==> src/rtl/dbg_mode_pkg.sv <==
package dbg_mode_pkg;

    typedef enum logic [1:0] {
        ST_RUN   = 2'd0,
        ST_SLEEP = 2'd1,
        ST_DEBUG = 2'd2,
        ST_STEP  = 2'd3
    } dbg_state_e;

    localparam logic [2:0] CAUSE_NONE = 3'd0;
    localparam logic [2:0] CAUSE_BRK  = 3'd1;
    localparam logic [2:0] CAUSE_REQ  = 3'd3;
    localparam logic [2:0] CAUSE_STEP = 3'd4;

    localparam logic [1:0] PRV_USER    = 2'd0;
    localparam logic [1:0] PRV_MACHINE = 2'd3;

endpackage

==> src/rtl/dbg_entry_arb.sv <==
module dbg_entry_arb
    import dbg_mode_pkg::*;
(
    input  dbg_state_e  state,
    input  logic        halt_req_i,
    input  logic        brk_i,
    input  logic        exc_i,
    input  logic        retire_i,
    input  logic [1:0]  cur_prv_i,
    input  logic        brkm,
    input  logic        brku,
    output logic        brk_route,
    output logic        enter,
    output logic [2:0]  cause,
    output logic        use_inst_pc
);
    logic executing;
    logic can_enter;
    logic e_brk;
    logic e_req;
    logic e_step;

    always_comb begin
        executing = (state == ST_RUN) || (state == ST_STEP);
        can_enter = (state != ST_DEBUG) && !exc_i;
        brk_route = brk_i && (((cur_prv_i == PRV_MACHINE) && brkm) ||
                              ((cur_prv_i == PRV_USER) && brku));
        e_brk  = can_enter && executing && brk_route;
        e_req  = can_enter && halt_req_i;
        e_step = can_enter && (state == ST_STEP) && retire_i;
        enter  = e_brk || e_req || e_step;
        use_inst_pc = e_brk;
        if (e_brk)       cause = CAUSE_BRK;
        else if (e_req)  cause = CAUSE_REQ;
        else if (e_step) cause = CAUSE_STEP;
        else             cause = CAUSE_NONE;
    end
endmodule

==> src/rtl/dbg_csr_file.sv <==
module dbg_csr_file
    import dbg_mode_pkg::*;
#(
    parameter int XLEN = 32
) (
    input  logic            clk,
    input  logic            rst_n,
    input  logic            ctl_wr,
    input  logic            ctl_step_i,
    input  logic            ctl_brkm_i,
    input  logic            ctl_brku_i,
    input  logic            capture,
    input  logic [2:0]      cause_i,
    input  logic [1:0]      prv_i,
    input  logic [XLEN-1:0] pc_i,
    output logic            step_q,
    output logic            brkm_q,
    output logic            brku_q,
    output logic [2:0]      cause_q,
    output logic [1:0]      prv_q,
    output logic [XLEN-1:0] dpc_q
);
    always_ff @(posedge clk or negedge rst_n) begin
        if (!rst_n) begin
            step_q <= 1'b0;
            brkm_q <= 1'b0;
            brku_q <= 1'b0;
        end else if (ctl_wr) begin
            step_q <= ctl_step_i;
            brkm_q <= ctl_brkm_i;
            brku_q <= ctl_brku_i;
        end
    end

    always_ff @(posedge clk or negedge rst_n) begin
        if (!rst_n) begin
            cause_q <= CAUSE_NONE;
            prv_q   <= PRV_MACHINE;
            dpc_q   <= '0;
        end else if (capture) begin
            cause_q <= cause_i;
            prv_q   <= prv_i;
            dpc_q   <= pc_i;
        end
    end
endmodule

==> src/rtl/dbg_mode_ctrl.sv <==
module dbg_mode_ctrl
    import dbg_mode_pkg::*;
#(
    parameter int               XLEN      = 32,
    parameter logic [XLEN-1:0]  ROM_ENTRY = 32'h0000_0800,
    parameter logic [XLEN-1:0]  ROM_EXC   = 32'h0000_0808
) (
    input  logic            clk,
    input  logic            rst_n,
    input  logic            halt_req_i,
    input  logic            brk_i,
    input  logic            ret_i,
    input  logic            wfi_i,
    input  logic            exc_i,
    input  logic            retire_i,
    input  logic            irq_pend_i,
    input  logic [1:0]      cur_prv_i,
    input  logic [XLEN-1:0] inst_pc_i,
    input  logic [XLEN-1:0] next_pc_i,
    input  logic            ctl_we_i,
    input  logic            ctl_step_i,
    input  logic            ctl_brkm_i,
    input  logic            ctl_brku_i,
    output logic            in_dbg_o,
    output logic            sleep_o,
    output logic            redir_o,
    output logic [XLEN-1:0] redir_pc_o,
    output logic            irq_take_o,
    output logic            wfi_nop_o,
    output logic            illegal_o,
    output logic            brk_exc_o,
    output logic            trap_wr_o,
    output logic [2:0]      cause_o,
    output logic [1:0]      saved_prv_o,
    output logic [XLEN-1:0] dpc_o
);
    dbg_state_e state_q, state_d;

    logic            brk_route;
    logic            enter;
    logic [2:0]      ent_cause;
    logic            use_inst_pc;
    logic            step_q, brkm_q, brku_q;
    logic            ctl_wr;
    logic [XLEN-1:0] cap_pc;
    logic            dbg_st;
    logic            exec_st;

    assign dbg_st  = (state_q == ST_DEBUG);
    assign exec_st = (state_q == ST_RUN) || (state_q == ST_STEP);
    assign ctl_wr  = ctl_we_i && dbg_st;
    assign cap_pc  = use_inst_pc ? inst_pc_i : next_pc_i;

    dbg_entry_arb u_arb (
        .state       (state_q),
        .halt_req_i  (halt_req_i),
        .brk_i       (brk_i),
        .exc_i       (exc_i),
        .retire_i    (retire_i),
        .cur_prv_i   (cur_prv_i),
        .brkm        (brkm_q),
        .brku        (brku_q),
        .brk_route   (brk_route),
        .enter       (enter),
        .cause       (ent_cause),
        .use_inst_pc (use_inst_pc)
    );

    dbg_csr_file #(.XLEN(XLEN)) u_csr (
        .clk        (clk),
        .rst_n      (rst_n),
        .ctl_wr     (ctl_wr),
        .ctl_step_i (ctl_step_i),
        .ctl_brkm_i (ctl_brkm_i),
        .ctl_brku_i (ctl_brku_i),
        .capture    (enter),
        .cause_i    (ent_cause),
        .prv_i      (cur_prv_i),
        .pc_i       (cap_pc),
        .step_q     (step_q),
        .brkm_q     (brkm_q),
        .brku_q     (brku_q),
        .cause_q    (cause_o),
        .prv_q      (saved_prv_o),
        .dpc_q      (dpc_o)
    );

    // State register
    always_ff @(posedge clk or negedge rst_n) begin
        if (!rst_n) state_q <= ST_RUN;
        else        state_q <= state_d;
    end

    // Next-state logic
    always_comb begin
        state_d = state_q;
        unique case (state_q)
            ST_RUN: begin
                if (enter)
                    state_d = ST_DEBUG;
                else if (wfi_i && !exc_i && !irq_pend_i)
                    state_d = ST_SLEEP;
            end
            ST_SLEEP: begin
                if (enter)           state_d = ST_DEBUG;
                else if (irq_pend_i) state_d = ST_RUN;
            end
            ST_DEBUG: begin
                if (!exc_i && !brk_i && ret_i)
                    state_d = step_q ? ST_STEP : ST_RUN;
            end
            ST_STEP: begin
                if (enter) state_d = ST_DEBUG;
            end
            default: state_d = ST_RUN;
        endcase
    end

    // Output logic
    always_comb begin
        redir_o    = 1'b0;
        redir_pc_o = ROM_ENTRY;
        wfi_nop_o  = 1'b0;
        illegal_o  = 1'b0;
        brk_exc_o  = 1'b0;
        trap_wr_o  = 1'b0;
        irq_take_o = 1'b0;
        unique case (state_q)
            ST_DEBUG: begin
                if (exc_i) begin
                    redir_o    = 1'b1;
                    redir_pc_o = ROM_EXC;
                end else if (brk_i) begin
                    redir_o    = 1'b1;
                    redir_pc_o = ROM_ENTRY;
                end else if (ret_i) begin
                    redir_o    = 1'b1;
                    redir_pc_o = dpc_o;
                end else if (wfi_i) begin
                    wfi_nop_o  = 1'b1;
                end
            end
            ST_RUN, ST_SLEEP, ST_STEP: begin
                if (enter) begin
                    redir_o    = 1'b1;
                    redir_pc_o = ROM_ENTRY;
                end
                trap_wr_o  = exc_i;
                illegal_o  = ret_i && exec_st;
                brk_exc_o  = exec_st && brk_i && !brk_route && !exc_i;
                irq_take_o = irq_pend_i && !enter;
            end
            default: ;
        endcase
    end

    assign in_dbg_o = dbg_st;
    assign sleep_o  = (state_q == ST_SLEEP);

endmodule

==> config.mk <==
export PLATFORM = sky130hd
export DESIGN_NAME = dbg_mode_ctrl
export DESIGN_NICKNAME = d
export VERILOG_FILES = /design/src/rtl/dbg_mode_pkg.sv /design/src/rtl/dbg_entry_arb.sv /design/src/rtl/dbg_csr_file.sv /design/src/rtl/dbg_mode_ctrl.sv
export SDC_FILE = /design/constraint.sdc
export NUM_CORES = 1
export LEC_CHECK = 0
export CAP_MARGIN = 20
export CORE_MARGIN = 4
export CORE_UTILIZATION = 40
export CTS_BUF_LIST = sky130_fd_sc_hd__clkbuf_8
export DETAILED_ROUTE_END_ITERATION = 7
export GPL_ROUTABILITY_DRIVEN = 0
export PLACE_DENSITY_LB_ADDON = 0.15
export RECOVER_POWER = 50
export SLEW_MARGIN = 20
export SYNTH_ARGS = -nofsm -noshare
export SYNTH_HDL_FRONTEND = slang
export SYNTH_SLANG_ARGS = --single-unit
==> constraint.sdc <==
create_clock -name clk -period 7.77 [get_ports clk]
set_clock_uncertainty 0.05 [all_clocks]
set_input_delay 1.9425 -clock clk [delete_from_list [all_inputs] [get_ports clk]]
set_output_delay 1.9425 -clock clk [all_outputs]
set_load 0.02 [all_outputs]
== After elaboration in Yosys (flattened, before gate mapping) ==
Cells that the tools add are included.

* Logic and storage cells: 78
* Output and inout port bits: 77
* Bits in registers: 42

* Reductions and logical operators: 32
* Multiplexer cells: 30
* Eq/ne operators: 9

{| class="wikitable"
|+ Operator list
! kind !! number
|-
| 2-to-1 mux 32 bit || 4
|-
| one-hot mux 32 bit (2 select lines) || 1
|-
| logical AND 1 bit || 19
|-
| 2-to-1 mux 2 bit || 7
|-
| 2-to-1 mux 1 bit || 13
|-
| 2-to-1 mux 3 bit || 3
|-
| one-hot mux 2 bit (4 select lines) || 1
|-
| equality test 2 bit (second input constant) || 3
|-
| inequality test 3 x 2 -> 1 bit (second input constant) || 2
|-
| logical NOT 1 bit || 5
|-
| logical NOT 2 bit || 2
|-
| logical OR 1 bit || 4
|-
| inequality test 2 bit (second input constant) || 2
|-
| AND reduction 4 bit || 1
|-
| OR reduction 3 bit || 1
|-
| equality test 2 x 1 -> 1 bit (second input constant) || 1
|-
| inequality test 2 x 1 -> 1 bit (second input constant) || 1
|-
| one-hot mux 1 bit (2 select lines) || 1
|}

== Logic depth before layout (Yosys ltp) ==
* Depth in word-level cells: 10
* Depth in mapped cells: 9

== By module ==
Synthesis repeated with hierarchy kept, for this count alone.

* Cell total of the unflattened synthesis: 209
* Area, all modules: 2,681.3 µm²

{| class="wikitable"
|+ Modules (own cells, without submodules)
! module !! cells each !! area each (µm²) !! times used !! sequential area each (µm²)
|-
| dbg_csr_file || 84 || 1,637.8 || 1 || 1,003.5
|-
| dbg_mode_ctrl || 109 || 932.1 || 1 || 50.0
|-
| dbg_entry_arb || 16 || 111.4 || 1 || 0.0
|}

== Least setup slack after synthesis ==
Ideal clock, no wire load.

* Path type: input to output
* Start point: input port exc_i
* End point: output port redir_o
* Data arrival time: 3.460 ns
* Stages on the path: 7
* Buffers on the path: 2
* Setup slack: 2.317 ns
* Cell sequence: or4b_1 a21o_1 buf_6 nand3_2 buf_2 nor2_1 a21oi_1

* Word-level cells in the longest chain between the ends: 8
* Elaborated cells on any way between the ends: 12
* Classes of those cells: 3 x mux; 9 x reduce/logical

{| class="wikitable"
|+ Ends and longest elaborated chain
! element !! line !! RTL
|-
| start: declaration || dbg_mode_ctrl.sv:14 || <nowiki>input logic exc_i,</nowiki>
|-
| logical NOT 1 bit || dbg_entry_arb.sv:25 || <nowiki>can_enter = (state != ST_DEBUG) && !exc_i;</nowiki>
|-
| logical AND 1 bit || dbg_entry_arb.sv:25 ||
|-
| logical AND 1 bit (2 in a row) || dbg_entry_arb.sv:28 || <nowiki>e_brk = can_enter && executing && brk_route;</nowiki>
|-
| logical OR 1 bit (2 in a row) || dbg_entry_arb.sv:31 || <nowiki>enter = e_brk || e_req || e_step;</nowiki>
|-
| 2-to-1 mux 1 bit || dbg_mode_ctrl.sv:144 || <nowiki>if (enter) begin</nowiki>
|-
| one-hot mux 1 bit (2 select lines) * || dbg_mode_ctrl.sv:128 || <nowiki>unique case (state_q)</nowiki>
|-
| end: declaration || dbg_mode_ctrl.sv:26 || <nowiki>output logic redir_o,</nowiki>
|}

Mark *: on every way between the ends. The rest lies on a longest branch, timed or not.

== Worst setup path after layout ==
* Start point: input port exc_i
* End point: output port irq_take_o

* Word-level cells in the longest chain between the ends: 9
* Elaborated cells on any way between the ends: 12
* Classes of those cells: 1 x mux; 11 x reduce/logical

{| class="wikitable"
|+ Ends and longest elaborated chain
! element !! line !! RTL
|-
| logical NOT 1 bit * || dbg_entry_arb.sv:25 ||
|-
| logical AND 1 bit * || dbg_entry_arb.sv:25 ||
|-
| logical AND 1 bit (2 in a row) || dbg_entry_arb.sv:28 ||
|-
| logical OR 1 bit || dbg_entry_arb.sv:31 ||
|-
| logical OR 1 bit * || dbg_entry_arb.sv:31 ||
|-
| logical NOT 1 bit * || dbg_mode_ctrl.sv:151 || <nowiki>irq_take_o = irq_pend_i && !enter;</nowiki>
|-
| logical AND 1 bit * || dbg_mode_ctrl.sv:151 ||
|-
| 2-to-1 mux 1 bit * || dbg_mode_ctrl.sv:128 ||
|-
| end: declaration || dbg_mode_ctrl.sv:28 || <nowiki>output logic irq_take_o,</nowiki>
|}

Marks and branches as above.

==> flow_summary.ini <==
[routing]
drt_iter0_drc = 87
routed_wl_mm = 7.16
avgViaCountPerCell = 4.97
drc = 0
firstDrtPassIters = 4
ant_nets = 0
vias = 2291
wire_per_inst_um = 15.5

[clock_tree]
clkSlewWorstSetupHoldPaths_ns = 0.07
cts_max_level = 2
cts_buffer_depth = 2
cts_made_buffers = 5
cts_setup_buffers = 0
cts_hold_buf = 0
cts_tree = built
cts.sink_count = 42
cts_resized = 0
cts_root_buf = clkbuf_8
clk_latency_ns = 0.28

[run]
drv_cap = 1

[power]
p_clk_frac = 0.117
power.internal_mw = 0.648
power_frac_seq = 0.352
p_leak_nw = 1.80
p_sw_mw = 0.438
ir_worst_vdd_mv = 0.172
power.density_mw_per_mm2 = 273
p_sw_frac = 0.403
total_power_mw = 1.09
comb_power_share = 0.531

[yosys]
yosys.area_share.simple = 0.203
synth_fp_nets = 324
ys_ff_latch = 42
syn_area_per_cell_um2 = 9.72
synth_compound_area_frac = 0.119
ys_types = 35
synthXorXnorAreaFrac = 0
synth_cells = 241
synth_top_family_by_area = simple AND/OR/NAND/NOR gates
synthAdderAreaFrac = 0.0214
ys_seq_area_frac = 0.450
muxShareOfSynthArea = 0.165
netlist_area_mm2 = 0.00234
async_flop_share = 1.00
synth_enable_flop_cells = 0
ys_warn_count = 0
ys.flop_type = dfrtp_1

[final_layout]
nets = 472
area_growth_pct = 69.7
multi_input_area_mm2 = 0.00119
register_area_mm2 = 0.00105
fillers = 457
final_cell_mix = 118 x clkdlybuf4s50_1, 40 x dfrtp_1, 38 x nor2_1, 38 x a21oi_1, 36 x dlygate4sd3_1
final_common_cell = clkdlybuf4s50_1
antenna_cells = 0
fin_area_mm2 = 0.00398
drive_gt1_frac = 0.0437

[setup_path]
crit_type = in -> out
end_kind = output pin
critical_path.max_fanout = 35
arrival_ns = 4.92
cp_slowest_cell = a21o_2
start_kind = primary input
crit_buf_inv = 2
crit_top_cell = clkdlybuf4s50_1
critical_path.top_delay_family = buffers and inverters
max_stage_delay_ns = 0.81
cp.required_ns = 5.78
crit_chain = clkdlybuf4s50_1 > or4b_1 > a21o_2 > nand3_2 > nor3b_1 > clkdlybuf4s50_1

[grt]
antenna_found_initial = 0
overflow = 0
grt_max_degree = 61
first_global_vias = 2418
grt_util_all_layers = 0.200
grt_pass1_wl_mm = 11.6

[timing]
rsz0062_at_grt = no
worst_pin_slew_ns = 2.18
fmax_mhz = 145
min_period_over_period = 0.889
fin_setup_tns_ns = 0
hold-worst-slack_ns = 0.420
hold_violations = 0
finalCriticalPeriod_ns = 6.91
drv_slew = 43
slew_headroom = -0.456
timing.final.ws_setup_ns = 0.862
finalSetupViolCount = 0

[run_status]
outcome = finished with violations
violations = max-capacitance violations, max-slew violations

[die]
row_count = 27
die_w_um = 84.5
initial_core_util = 0.418
die_area_mm2 = 0.00715
die_y_um = 84.5
core_area_mm2 = 0.00561
io_pins = 156

[placement]
pre_cts_ws_ns = 0.837
dp_hpwl_mm = 5.50
dpl-instance-area_mm2 = 0.00390
portBuffers = 155

[min_path]
hp-class = reg -> reg
==> state kept, by name, indices dropped and copies added, names as in the netlist <==
| register | count |
|---|---|
| u_csr.brku_q | 1 |
| u_csr.dpc_q | 32 |
| u_csr.prv_q | 2 |
| state_q | 2 |
| u_csr.step_q | 1 |
| u_csr.brkm_q | 1 |
| u_csr.cause_q | 3 |
==> layer usage <==
metal,up-vias,GRT usage,part of all wire
li1,1118,-,-
met1,1063,0.244,0.42
met2,104,0.349,0.49
met3,6,0.0589,0.074
met4,0,0.0403,0.0080
met5,-,0,0
==> power by group through the flow <==
stage | clock network [mW] | logic (mW) | registers [mW]
after global routing | 0.142 | 0.621 | 0.398
after global placement | 0 | 0.595 | 0.386
after detailed placement | 0 | 0.610 | 0.390
after CTS | 0.130 | 0.612 | 0.388
after floorplan | 0 | 0.220 | 0.480
final | 0.127 | 0.577 | 0.383
==> Yosys cell counts, types with 2 or more instances <==
cell type,instances,share of area
clkbuf_1,4,0.0064
inv_1,3,0.0048
o21a_1,2,0.0064
a21boi_0,3,0.0096
nor2b_1,2,0.0053
ha_1,4,0.021
dfstp_2,2,0.022
mux2_2,3,0.014
buf_4,4,0.013
nor3b_1,2,0.0064
mux2i_1,33,0.14
a21oi_1,38,0.081
a21o_1,3,0.0096
and2_1,30,0.080
mux2_1,2,0.0096
nand2_1,6,0.0096
dfrtp_1,40,0.43
buf_2,6,0.013
nor2_1,38,0.061
==> final timing paths <==
path                                  start          endpoint  slack (ns)  depth (start not counted)
max in group asynchronous             rst_n   u_csr.dpc_q[11]        4.18                          1
min                        u_csr.cause_q[0]  u_csr.cause_q[0]        0.42                          2
min reg2reg                u_csr.cause_q[0]  u_csr.cause_q[0]        0.42                          2
min in group asynchronous             rst_n      u_csr.brku_q        2.25                          1
max reg2reg                      state_q[0]        state_q[0]        4.33                          8
max                                   exc_i        irq_take_o        0.86                          6
==> area by class of cell <==
type	count	area share
Clock buffer	5	0.0173
Clock inverter	2	0.00189
Inverter	3	0.00283
Multi-Input combinational cell	181	0.300
Sequential cell	42	0.265
Tap cell	72	0.0226
Timing Repair Buffer	156	0.390
==> kinds of logic after synthesis <==
family          count (synthesis)
compound gates                 49
fa+ha+maj                       4
buf+inv                        18
flops                          42
mux                            38
simple gates                   90
==> worst min-delay path: cells and delay by family (launching register included) <==
family | cells | cell delay [ns]
and+or+nand+nor | 2 | 0.10
DFF | 1 | 0.34
==> metrics by stage <==
| stage | cells | util |
|---|---|---|
| final | 461 | 0.709 |
| after detailed placement | 454 | 0.696 |
| after global routing | 461 | 0.709 |
| after floorplan | 241 | - |
| after global placement | 454 | 0.696 |
| after CTS | 461 | 0.710 |
Note: power is estimated with default switching activity, not from simulation.
